<file path="src/rtl/gpio_port_pkg.sv">
package gpio_port_pkg;

    typedef enum logic [1:0] {
        ADDR_DATA = 2'd0,
        ADDR_CFG  = 2'd1,
        ADDR_PIN  = 2'd2,
        ADDR_NONE = 2'd3
    } port_addr_e;

    typedef enum logic [1:0] {
        PS_RUN        = 2'd0,
        PS_HALT_PULSE = 2'd1,
        PS_IDLE_PULSE = 2'd2
    } pwr_state_e;

endpackage

</file>
<file path="src/rtl/port_cfg_regs.sv">
module port_cfg_regs #(
    parameter int PORT_W     = 8,
    parameter int SPECIAL_EN = 1
) (
    input  logic              clk,
    input  logic              rst_n,
    input  logic              bus_we,
    input  logic [1:0]        bus_addr,
    input  logic [PORT_W-1:0] bus_wdata,
    output logic [PORT_W-1:0] cfg_q,
    output logic [PORT_W-1:0] dat_q
);
    import gpio_port_pkg::*;

    // Top two data bits are request strobes, never stored, when special bits are on.
    localparam logic [PORT_W-1:0] DATA_KEEP =
        (SPECIAL_EN != 0) ? {2'b00, {(PORT_W-2){1'b1}}} : {PORT_W{1'b1}};

    always_ff @(posedge clk or negedge rst_n) begin
        if (!rst_n) begin
            cfg_q <= '0;
            dat_q <= '0;
        end else if (bus_we) begin
            if (bus_addr == ADDR_DATA) dat_q <= bus_wdata & DATA_KEEP;
            if (bus_addr == ADDR_CFG)  cfg_q <= bus_wdata;
        end
    end

endmodule

</file>
<file path="src/rtl/port_pin_sync.sv">
module port_pin_sync #(
    parameter int PORT_W = 8
) (
    input  logic              clk,
    input  logic              rst_n,
    input  logic [PORT_W-1:0] pin_in,
    output logic [PORT_W-1:0] pin_sync
);
    logic [PORT_W-1:0] stage1;

    always_ff @(posedge clk or negedge rst_n) begin
        if (!rst_n) begin
            stage1   <= '0;
            pin_sync <= '0;
        end else begin
            stage1   <= pin_in;
            pin_sync <= stage1;
        end
    end

endmodule

</file>
<file path="src/rtl/port_pwr_fsm.sv">
module port_pwr_fsm (
    input  logic clk,
    input  logic rst_n,
    input  logic halt_wr,
    input  logic idle_wr,
    output logic halt_req,
    output logic idle_req
);
    import gpio_port_pkg::*;

    pwr_state_e state, nxt;

    always_ff @(posedge clk or negedge rst_n) begin
        if (!rst_n) state <= PS_RUN;
        else        state <= nxt;
    end

    // T_HALT has priority over T_IDLE; otherwise T_DONE back to PS_RUN.
    always_comb begin
        nxt = PS_RUN;
        unique case (state)
            PS_RUN: begin
                if (halt_wr)      nxt = PS_HALT_PULSE;
                else if (idle_wr) nxt = PS_IDLE_PULSE;
                else              nxt = PS_RUN;
            end
            PS_HALT_PULSE: begin
                if (halt_wr)      nxt = PS_HALT_PULSE;
                else if (idle_wr) nxt = PS_IDLE_PULSE;
                else              nxt = PS_RUN;
            end
            PS_IDLE_PULSE: begin
                if (halt_wr)      nxt = PS_HALT_PULSE;
                else if (idle_wr) nxt = PS_IDLE_PULSE;
                else              nxt = PS_RUN;
            end
            default: nxt = PS_RUN;
        endcase
    end

    always_comb begin
        halt_req = 1'b0;
        idle_req = 1'b0;
        unique case (state)
            PS_RUN:        ;
            PS_HALT_PULSE: halt_req = 1'b1;
            PS_IDLE_PULSE: idle_req = 1'b1;
            default:       ;
        endcase
    end

endmodule

</file>
<file path="src/rtl/port_pin_drive.sv">
module port_pin_drive #(
    parameter int PORT_W     = 8,
    parameter int SPECIAL_EN = 1,
    parameter int FIXED_ONES = 0
) (
    input  logic [PORT_W-1:0] cfg_q,
    input  logic [PORT_W-1:0] dat_q,
    output logic [PORT_W-1:0] pin_oe,
    output logic [PORT_W-1:0] pin_out,
    output logic [PORT_W-1:0] pin_pu
);
    logic [PORT_W-1:0] drive_mask;

    // Special-function bits and flag-only bits never reach a pad.
    for (genvar i = 0; i < PORT_W; i++) begin : g_mask
        localparam bit IS_SPECIAL = (SPECIAL_EN != 0) && (i >= PORT_W - 2);
        localparam bit IS_FLAG    = (i < FIXED_ONES);
        assign drive_mask[i] = !(IS_SPECIAL || IS_FLAG);
    end

    assign pin_oe  = cfg_q & drive_mask;
    assign pin_out = cfg_q & dat_q & drive_mask;
    assign pin_pu  = ~cfg_q & dat_q & drive_mask;

endmodule

</file>
<file path="src/rtl/gpio_port_ctl.sv">
module gpio_port_ctl #(
    parameter int PORT_W     = 8,
    parameter int SPECIAL_EN = 1,
    parameter int FIXED_ONES = 0
) (
    input  logic              clk,
    input  logic              rst_n,
    input  logic              bus_we,
    input  logic [1:0]        bus_addr,
    input  logic [PORT_W-1:0] bus_wdata,
    output logic [PORT_W-1:0] bus_rdata,
    input  logic [PORT_W-1:0] pin_in,
    output logic [PORT_W-1:0] pin_oe,
    output logic [PORT_W-1:0] pin_out,
    output logic [PORT_W-1:0] pin_pu,
    output logic              halt_req,
    output logic              idle_req,
    output logic              alt_clk_phase,
    output logic              clk_delay_en
);
    import gpio_port_pkg::*;

    localparam int HI_BIT = PORT_W - 1;
    localparam int LO_SPC = PORT_W - 2;

    logic [PORT_W-1:0] cfg_q, dat_q, pin_sync, ones_mask;

    port_cfg_regs #(.PORT_W(PORT_W), .SPECIAL_EN(SPECIAL_EN)) u_regs (
        .clk(clk), .rst_n(rst_n), .bus_we(bus_we), .bus_addr(bus_addr),
        .bus_wdata(bus_wdata), .cfg_q(cfg_q), .dat_q(dat_q)
    );

    port_pin_sync #(.PORT_W(PORT_W)) u_sync (
        .clk(clk), .rst_n(rst_n), .pin_in(pin_in), .pin_sync(pin_sync)
    );

    port_pin_drive #(.PORT_W(PORT_W), .SPECIAL_EN(SPECIAL_EN),
                     .FIXED_ONES(FIXED_ONES)) u_drive (
        .cfg_q(cfg_q), .dat_q(dat_q),
        .pin_oe(pin_oe), .pin_out(pin_out), .pin_pu(pin_pu)
    );

    for (genvar i = 0; i < PORT_W; i++) begin : g_ones
        assign ones_mask[i] = (i < FIXED_ONES);
    end

    if (SPECIAL_EN != 0) begin : g_special
        logic halt_wr, idle_wr;
        assign halt_wr = bus_we && (bus_addr == ADDR_DATA) && bus_wdata[HI_BIT];
        assign idle_wr = bus_we && (bus_addr == ADDR_DATA) && bus_wdata[LO_SPC];

        port_pwr_fsm u_fsm (
            .clk(clk), .rst_n(rst_n), .halt_wr(halt_wr), .idle_wr(idle_wr),
            .halt_req(halt_req), .idle_req(idle_req)
        );

        assign alt_clk_phase = cfg_q[LO_SPC];
        assign clk_delay_en  = cfg_q[HI_BIT];
    end else begin : g_plain
        assign halt_req      = 1'b0;
        assign idle_req      = 1'b0;
        assign alt_clk_phase = 1'b0;
        assign clk_delay_en  = 1'b0;
    end

    always_comb begin
        unique case (bus_addr)
            ADDR_DATA: bus_rdata = dat_q;
            ADDR_CFG:  bus_rdata = cfg_q;
            ADDR_PIN:  bus_rdata = pin_sync | ones_mask;
            default:   bus_rdata = '0;
        endcase
    end

endmodule

</file>
<file path="config.mk">
export PLATFORM = sky130hd
export DESIGN_NAME = gpio_port_ctl
export DESIGN_NICKNAME = d
export VERILOG_FILES = /design/src/rtl/gpio_port_pkg.sv /design/src/rtl/port_cfg_regs.sv /design/src/rtl/port_pin_sync.sv /design/src/rtl/port_pwr_fsm.sv /design/src/rtl/port_pin_drive.sv /design/src/rtl/gpio_port_ctl.sv
export SDC_FILE = /design/constraint.sdc
export NUM_CORES = 1
export LEC_CHECK = 0
export BUFFER_PORTS_ARGS = -buffer_cell sky130_fd_sc_hd__clkbuf_2
export CAP_MARGIN = 30
export CELL_PAD_IN_SITES_DETAIL_PLACEMENT = 0
export CELL_PAD_IN_SITES_GLOBAL_PLACEMENT = 1
export CORE_ASPECT_RATIO = 1.5
export CORE_UTILIZATION = 36
export CTS_CLUSTER_SIZE = 25
export DETAILED_ROUTE_END_ITERATION = 8
export PLACE_DENSITY_LB_ADDON = 0.1
export RECOVER_POWER = 25
export SKIP_CTS_REPAIR_TIMING = 1
export SYNTH_ARGS = -nofsm -noshare
export SYNTH_HDL_FRONTEND = slang
export SYNTH_SLANG_ARGS = --single-unit
</file>
<file path="constraint.sdc">
create_clock -name clk -period 1.2 [get_ports clk]
set_input_delay 0.24 -clock clk [delete_from_list [all_inputs] [get_ports clk]]
set_output_delay 0.24 -clock clk [all_outputs]
set_load 0.02 [all_outputs]
</file>
==> results of run 1 <==
cell usage after synthesis:
cell | number | area (um2)
mux2i_1 | 6 | 60.1
and3_1 | 1 | 6.26
nor3b_4 | 1 | 18.8
and2_1 | 6 | 37.5
conb_1 | 1 | 3.75
buf_2 | 1 | 5.00
nor2b_1 | 10 | 62.6
mux2_2 | 14 | 158
o2bb2ai_1 | 6 | 52.6
nand3b_2 | 1 | 11.3
a22o_1 | 2 | 17.5
nand2_1 | 1 | 3.75
buf_4 | 6 | 45.0
and4b_1 | 1 | 10.0
buf_6 | 2 | 22.5
dfrtp_1 | 32 | 801
through the flow:
step	utilization	area, um2	setup TNS [ps]	instances
5_1_grt	0.568	1960	-3440	205
2_1_floorplan	-	1330	0	96
6_report	0.568	1960	-2110	205
4_1_cts	0.509	1760	-1840	196
3_5_place_dp	0.477	1640	-1260	188
3_3_place_gp	0.477	1640	-1240	188
power by group:
group | total (mW) | switching (mW) | internal [mW] | leakage (nW)
Clock | 0.990 | 0.377 | 0.613 | 0.0541
Sequential | 1.29 | 0.0927 | 1.20 | 0.380
Combinational | 0.942 | 0.448 | 0.494 | 0.549
worst max path at each step:
stage | from | to | slack (ps)
after global placement | bus_addr[1] | bus_rdata[5] | -120
after floorplan | u_regs.cfg_q[2] | bus_rdata[2] | 10
final | u_regs.cfg_q[2] | pin_out[2] | -150
after global routing | u_regs.cfg_q[1] | bus_rdata[1] | -220
after CTS | u_regs.cfg_q[1] | bus_rdata[1] | -200
after detailed placement | bus_addr[0] | bus_rdata[5] | -130
critical path: cells and delay by family (launching register included):
family,cells,cell delay (ps)
AND/OR/NAND/NOR,1,140
buffers and inverters,2,300
flip-flops,1,410
cell families after synthesis:
logic type / synth area share
muxes: 0.166
DFF: 0.609
and+or+nand+nor: 0.114
buffers and inverters: 0.0552
AOI/OAI and AO/OA: 0.0533
other: 0.00285
area by class of cell:
class | instances | area share
Clock buffer | 5 | 0.0351
Clock inverter | 3 | 0.0217
Multi-Input combinational cell | 55 | 0.249
Sequential cell | 32 | 0.409
Tap cell | 42 | 0.0268
Timing Repair Buffer | 68 | 0.259
registers in the layout (all words and copies together), names as in the netlist:
| register | count |
|---|---|
| g_special.u_fsm.state | 2 |
| u_sync.pin_sync | 8 |
| u_regs.dat_q | 6 |
| u_sync.stage1 | 8 |
| u_regs.cfg_q | 8 |
routing by layer:
layer  vias up  routed length (um)
li1        440                   -
met1       461                 917
met2        34                1380
met3         2                 154
met4         0                  23
met5         -                   0
==> results.ini, run 1 <==
[outcome]
status=finished with violations
violations=setup timing

[pwr]
leakage_nw=0.983
power_density_nw_per_um2=1640
ir_worst_vdd_v=0.00146
fin_total_pwr_mw=3.22

[grt]
gr-usage-met2=0.224
antenna_found_initial=0
use_met3=0.0459
grt_max_degree=33
grt_overflow=0
grt_pass1_wl_mm=3.84
grt_busiest_layer=met2
grt_pass1_vias=855
use_met1=0.152
grt_use_total=0.134

[layout]
final_cell_mix=32 x dfrtp_1, 26 x clkbuf_2, 24 x buf_4, 14 x mux2_2, 13 x buf_6
layout_commonest_cell=dfrtp_1
nets=183
drive_above_1_share=0.601
seq_area_um2=801
nFillCells=326
multi_input_area_um2=488
diodes=0
area_growth_syn_to_layout_pct=49.0

[die]
rows=26
initial_core_util=0.381
num_io_pins=57
fp.dieW_um=51.3
die_h_um=76.0
dieArea_um2=3900
core_um2=3450

[worst_setup_path]
crit_chain=buf_4 > and2_1 > buf_2
cp_max_fo=4
r2r_slack_ps=280
cp.arrival_ps=1110
worstRegToRegCells=2
crit_path_max_incr_delay_ps=410
cpMaxStageDelayCell=dfrtp_1
criticalPathCategory=reg2out
timing.rr.end=u_regs.cfg_q[4]
cp_data_required_time_ps=960
end_kind=output pin
regToRegStartpoint=u_regs.cfg_q[4]
startpoint_type=flip-flop

[clock_tree]
clockBufferDepth=2
cts.sinks=32
clockRootBuffer=clkbuf_8
cts.clk_slew.worst_paths_ps=60
tritoncts=built
cts.htree.levels=2
numCtsBuffers=5
insertion_delay_ps=270

[synth]
ys_types=16
syn_inst=91
avgSynthCellArea_um2=14.5
netlist_area_um2=1320
yosysWarningCount=0
ys_ff_latch=32
ys_seq_area_frac=0.609

[min_path]
whs_path_depth=1
min_path_type=in2reg
hold_path_end=u_sync.stage1[2]
hold_start=pin_in[2]

[detailed_routing]
num_vias=937
wl_per_cell_um=12.1
drtPass1Iterations=2
wirelength_mm=2.48
ant_nets=0
via_per_inst=4.57
drt_iter0_markers=7
drc=0

[timing]
fin_ws_ps=-155
setup_viol=22
finalHoldViolCount=0
rsz0062_at_grt=true
clock_skew_ps=1.97
fmax_ghz=0.738
slew_viol_final=0
hold_slack_ps=68.5
min_period_ps=1350
period_share=1.13

[placement]
gp_congestion=0.660
io_buffers=50
pre_cts_ws_ps=-126
dpl.hpwl_mm=1.83

[job]
max_cap_viol_count=0

Power figures use the tool's default switching activity.
==> run 2, diff against run 1 <==
==> constraint.sdc (replaced) <==
create_clock -name clk -period 1.2 [get_ports clk]
set_input_delay 0.24 -clock clk [delete_from_list [all_inputs] [get_ports clk]]
set_output_delay 0.24 -clock clk [all_outputs]
set_load 0.005 [all_outputs]
==> run 2 against run 1 <==
Effect of this change: global-route usage grew 0.27 points; critical endpoint is now bus_rdata[1]; the flow still finishes with violations (setup timing); hold slack gained 12 ps; cell count shrank 2.9%; clock skew grew 2.2 ps; non-clock buffer count shrank 3; sequential share of layout area grew 2.9 points; die area is the same; critical path type unchanged.
==> results.ini, run 2 (synthesis results as in run 1) <==
[grt]
grt_overflow=0  ; unchanged
grt_pass1_vias=848  ; -0.82%
grt_max_degree=33  ; unchanged
antenna_found_initial=0  ; unchanged
grt_pass1_wl_mm=3.89  ; +1.2%
grt_use_total=0.137  ; +0.00266

[die]
dieArea_um2=3900  ; unchanged
rows=26  ; unchanged
num_io_pins=57  ; unchanged
core_um2=3450  ; unchanged
initial_core_util=0.381  ; unchanged
die_h_um=76.0  ; unchanged
fp.dieW_um=51.3  ; unchanged

[timing]
worst_slew_pin_slew_ps=768
slew_viol_final=0  ; unchanged
rsz0062_at_grt=true
fin_ws_ps=-82.3  ; +72.6 ps
fmax_ghz=0.780  ; +5.7%
clock_skew_ps=4.18  ; +2.21 ps
min_period_ps=1280  ; -72.6 ps
period_share=1.07  ; -0.0605
slew_headroom=0.488
finalHoldViolCount=0  ; unchanged
setup_viol=13  ; -41%

[pwr]
seq_power_share=0.492  ; +0.092
ir_worst_vdd_v=0.00107  ; -26%
power_switching_uw=638  ; -30%
clkPwrFrac=0.262  ; -0.045
power_density_nw_per_um2=1430  ; -13%
share_comb_of_total_power=0.246  ; -0.046
p_int_mw=1.98  ; -14%
switching_share=0.244  ; -0.0406
leakage_nw=0.930  ; -5.3%

[worst_setup_path]
cpMaxStageDelayCell=dfrtp_1
cp_data_required_time_ps=960  ; about the same
criticalPathCategory=reg2out
cp.arrival_ps=1040  ; -70 ps
crit_chain=mux2i_1 > o2bb2ai_1 > buf_2
crit_path_max_incr_delay_ps=370  ; -40 ps
cp_num_buf_inv=1  ; -1
end_kind=output pin
startpoint_type=flip-flop
cp_max_fo=4  ; unchanged
crit_family=flip-flops

[layout]
final_cell_mix=40 x clkbuf_2, 32 x dfrtp_1, 14 x mux2_2, 10 x buf_6
diodes=0  ; unchanged
post-route-cell-area_um2=1830  ; -6.6%
area_growth_syn_to_layout_pct=39.1
nets=180  ; -1.6%
layout_commonest_cell=clkbuf_2
largestRegisters=u_regs.cfg_q x8, u_sync.pin_sync x8, u_sync.stage1 x8
instances_no_fill=199  ; -2.9%
drive_above_1_share=0.592  ; -0.00887

[job]
max_cap_viol_count=0  ; unchanged

[detailed_routing]
drtPass1Iterations=2  ; unchanged
drt_iter0_markers=11  ; +4
wl_met2_mm=1.32  ; -4.8%
wl_met1_um=996  ; +8.6%
num_vias=889  ; -5.1%
wl_per_cell_um=12.5  ; +3.2%
wirelength_mm=2.48  ; +0.16%
via_per_inst=4.47  ; -2.3%
drc=0  ; unchanged
met3WireLength_um=145  ; -5.8%
maxUsedRoutingLayer=met4
ant_nets=0  ; unchanged

[clock_tree]
cts.clk_slew.worst_paths_ps=50  ; about the same
numCtsBuffers=5  ; unchanged
clockBufferDepth=2  ; unchanged
clockRootBuffer=clkbuf_8
cts.htree.levels=2  ; unchanged
tritoncts=built
cts.sinks=32  ; unchanged
insertion_delay_ps=270  ; about the same

[outcome]
status=finished with violations
violations=setup timing

[placement]
gp_congestion=0.663  ; +0.58%
postPlaceCellArea_um2=1630  ; -0.91%
dpl.hpwl_mm=1.82  ; -0.66%
io_buffers=50  ; unchanged
pre_cts_ws_ps=-63.3  ; +62.7 ps
dp_cells=186  ; -1.1%

[min_path]
min_path_type=in2reg

-- run 2: cell types whose count changed in the layout (fill, tap and decap cells not counted), moves of 2 or more --
cell,before,now
buf_2,1,7
clkbuf_4,2,0
buf_6,13,10
clkbuf_2,26,40
buf_4,24,7
-- run 2: final timing paths --
check,slack [ps],depth (start not counted),startpoint,to
min reg2reg,340,0,u_sync.stage1[5],u_sync.pin_sync[5]
max,-80,3,u_regs.dat_q[1],bus_rdata[1]
max in group asynchronous,590,2,rst_n,u_sync.pin_sync[1]
min,80,1,pin_in[7],u_sync.stage1[7]
max reg2reg,310,2,u_regs.dat_q[2],u_regs.dat_q[2]
min in group asynchronous,120,2,rst_n,u_regs.dat_q[0]
-- run 2: metrics by stage --
step	hold WS, ps	util	total power, mW	TNS, ps
after global routing	66.2	0.530	2.78	-1590
final	80.9	0.530	2.62	-737
after global placement	266	0.472	1.80	-274
after floorplan	-55.6	-	1.55	0
after detailed placement	278	0.472	1.82	-441
after CTS	-14.6	0.492	2.53	-874
-- run 2: routing by layer --
metal | GRT usage | vias to the layer above
met3 | 0.0379 | 2
li1 | - | 434
met2 | 0.213 | 32
met1 | 0.165 | 421
met5 | 0 | -
met4 | 0.0811 | 0
-- run 2: cell type report --
| type | count | area (um2) |
|---|---|---|
| well taps | 42 | 52.6 |
| repair buffers | 65 | 420 |
| multi-input cells | 55 | 487 |
| flip-flops and latches | 32 | 801 |
| clock buffers | 5 | 68.8 |
| fillers | 328 | 1620 |
-- run 2: power by group through the flow --
stage / Sequential (mW) / Clock, mW / Combinational [mW]
after global placement: 1.31 / 0 / 0.494
after floorplan: 1.29 / 0 / 0.260
final: 1.29 / 0.686 / 0.643
after global routing: 1.30 / 0.769 / 0.711
after CTS: 1.30 / 0.725 / 0.502
after detailed placement: 1.32 / 0 / 0.501
==> run 3, diff against run 2 <==
CORE_UTILIZATION = 32   (was 36)
CTS_CLUSTER_SIZE = unset   (was 25)
clock period = 1.05 ns   (was 1.2 ns; I/O delays follow)
==> run 3 against run 2 <==
Effect of this change: highest routed layer unchanged; largest power group unchanged; first-iteration DRC count increased by 9.1%; global-route usage decreased by 0.90 points; the flow still finishes with violations (setup timing); via count grew 3.8%; clock skew shrank 3.1 ps; critical path type unchanged; flip-flop and latch count unchanged; critical path depth unchanged; combinational power increased by 3.6%; largest cell class unchanged; critical endpoint is now bus_rdata[4].
==> results.ini, run 3 (synthesis results as in run 1) <==
[timing]
setup_viol=27  ; +14
period_share=1.21
min_period_ps=1270
rsz0062_at_grt=true
fin_ws_ps=-224  ; -141 ps
clock_skew_ps=1.12  ; -3.06 ps
fmax_ghz=0.785
slew_viol_final=0  ; unchanged
finalHoldViolCount=0  ; unchanged

[worst_setup_path]
criticalPathCategory=reg2out
crit_path_max_incr_delay_ps=410  ; +40 ps
end_kind=output pin
crit_chain=mux2i_1 > o2bb2ai_1 > buf_2
cp_max_fo=4  ; unchanged
cp.arrival_ps=1060  ; +20 ps
cpMaxStageDelayCell=dfrtp_1
cp_num_buf_inv=1  ; unchanged
startpoint_type=flip-flop
crit_family=flip-flops
cp_data_required_time_ps=840  ; -120 ps

[layout]
nFillCells=380  ; +16%
drive_above_1_share=0.557  ; -0.0354
diodes=0  ; unchanged
area_growth_syn_to_layout_pct=36.6
largestRegisters=u_regs.cfg_q x8, u_sync.pin_sync x8, u_sync.stage1 x8
final_util=0.458  ; -0.0726
layout_commonest_cell=clkbuf_2
final_cell_mix=38 x clkbuf_2, 32 x dfrtp_1, 14 x mux2_2, 12 x buf_2
nets=179  ; -0.56%

[grt]
grt_max_degree=33  ; unchanged
grt_use_total=0.128  ; -0.00901
antenna_found_initial=0  ; unchanged
grt_pass1_wl_mm=3.83  ; -1.6%
grt_pass1_vias=872  ; +2.8%
grt_overflow=0  ; unchanged

[pwr]
leakage_nw=0.914  ; -1.8%
p_int_mw=2.22  ; +12%
clkPwrFrac=0.277  ; +0.015
seq_power_share=0.498  ; +0.006
switching_share=0.250  ; +0.00594
ir_worst_vdd_v=0.00115  ; +7.0%
share_comb_of_total_power=0.225  ; -0.021
power_density_nw_per_um2=1650  ; +15%
fin_total_pwr_mw=2.97  ; +13%
power_switching_uw=741  ; +16%

[detailed_routing]
wl_per_cell_um=12.8  ; +3.1%
drc=0  ; unchanged
drtPass1Iterations=3  ; +1
ant_nets=0  ; unchanged
num_vias=923  ; +3.8%
drt_iter0_markers=12  ; +1
via_per_inst=4.55  ; +1.8%
wirelength_mm=2.61  ; +5.2%

[clock_tree]
tritoncts=built
cts.clk_slew.worst_paths_ps=60  ; about the same
insertion_delay_ps=270  ; about the same
clockBufferDepth=2  ; unchanged
clockRootBuffer=clkbuf_8
cts.sinks=32  ; unchanged
numCtsBuffers=5  ; unchanged
cts.htree.levels=2  ; unchanged

[job]
max_cap_viol_count=0  ; unchanged

[die]
dieArea_um2=4370  ; +12%
die_h_um=80.5  ; +5.9%
initial_core_util=0.335  ; -0.0462
num_io_pins=57  ; unchanged
rows=28  ; +7.7%
fp.dieW_um=54.3  ; +5.8%
core_um2=3920  ; +14%

[placement]
io_buffers=50  ; unchanged
dpl.hpwl_mm=1.96  ; +7.8%
gp_congestion=0.683  ; +3.0%

[outcome]
violations=setup timing
status=finished with violations

[min_path]
min_path_type=in2reg

-- run 3: per-stage QoR --
stage | setup WS, ps | cell area [um2] | setup TNS, ps | instances | hold slack [ps]
2_1_floorplan | -78.0 | 1330 | -468 | 96 | -85.6
3_3_place_gp | -135 | 1650 | -2630 | 190 | 173
3_5_place_dp | -169 | 1650 | -3030 | 190 | 178
4_1_cts | -262 | 1730 | -3140 | 197 | -120
5_1_grt | -304 | 1800 | -4990 | 203 | 19.5
6_report | -224 | 1800 | -3340 | 203 | 41.0
-- run 3: layer usage --
metal,global-route usage,vias to the layer above,share of wire
met1,0.145,451,0.39
li1,-,433,-
met3,0.0511,5,0.067
met2,0.202,34,0.53
met5,0,-,0
met4,0.0615,0,0.014
-- run 3: layout make-up --
cell class,instances,area (um2),area share
Sequential cell,32,801,0.446
Clock buffer,6,72.6,0.0404
Timing Repair Buffer,64,394,0.219
Multi-Input combinational cell,55,468,0.260
Tap cell,45,56.3,0.0313
Clock inverter,1,5.00,0.00279
-- run 3: power groups by stage --
| stage | clock network (mW) | logic [mW] | registers, mW |
|---|---|---|---|
| floorplan | 0 | 0.297 | 1.48 |
| global placement | 0 | 0.575 | 1.50 |
| detailed placement | 0 | 0.588 | 1.51 |
| CTS | 0.866 | 0.591 | 1.48 |
| global route | 0.920 | 0.742 | 1.50 |
| finish | 0.822 | 0.666 | 1.48 |
-- run 3: final timing paths --
kind | start | endpoint | slack [ps] | cells past startpoint
setup / recovery | u_regs.cfg_q[4] | bus_rdata[4] | -220 | 3
hold / removal | pin_in[7] | u_sync.stage1[7] | 40 | 1
setup reg to reg | u_regs.cfg_q[4] | u_regs.cfg_q[4] | 130 | 2
hold reg to reg | u_sync.stage1[7] | u_sync.pin_sync[7] | 350 | 0
max in group asynchronous | rst_n | u_regs.cfg_q[6] | 470 | 3
min in group asynchronous | rst_n | u_sync.stage1[5] | 420 | 3
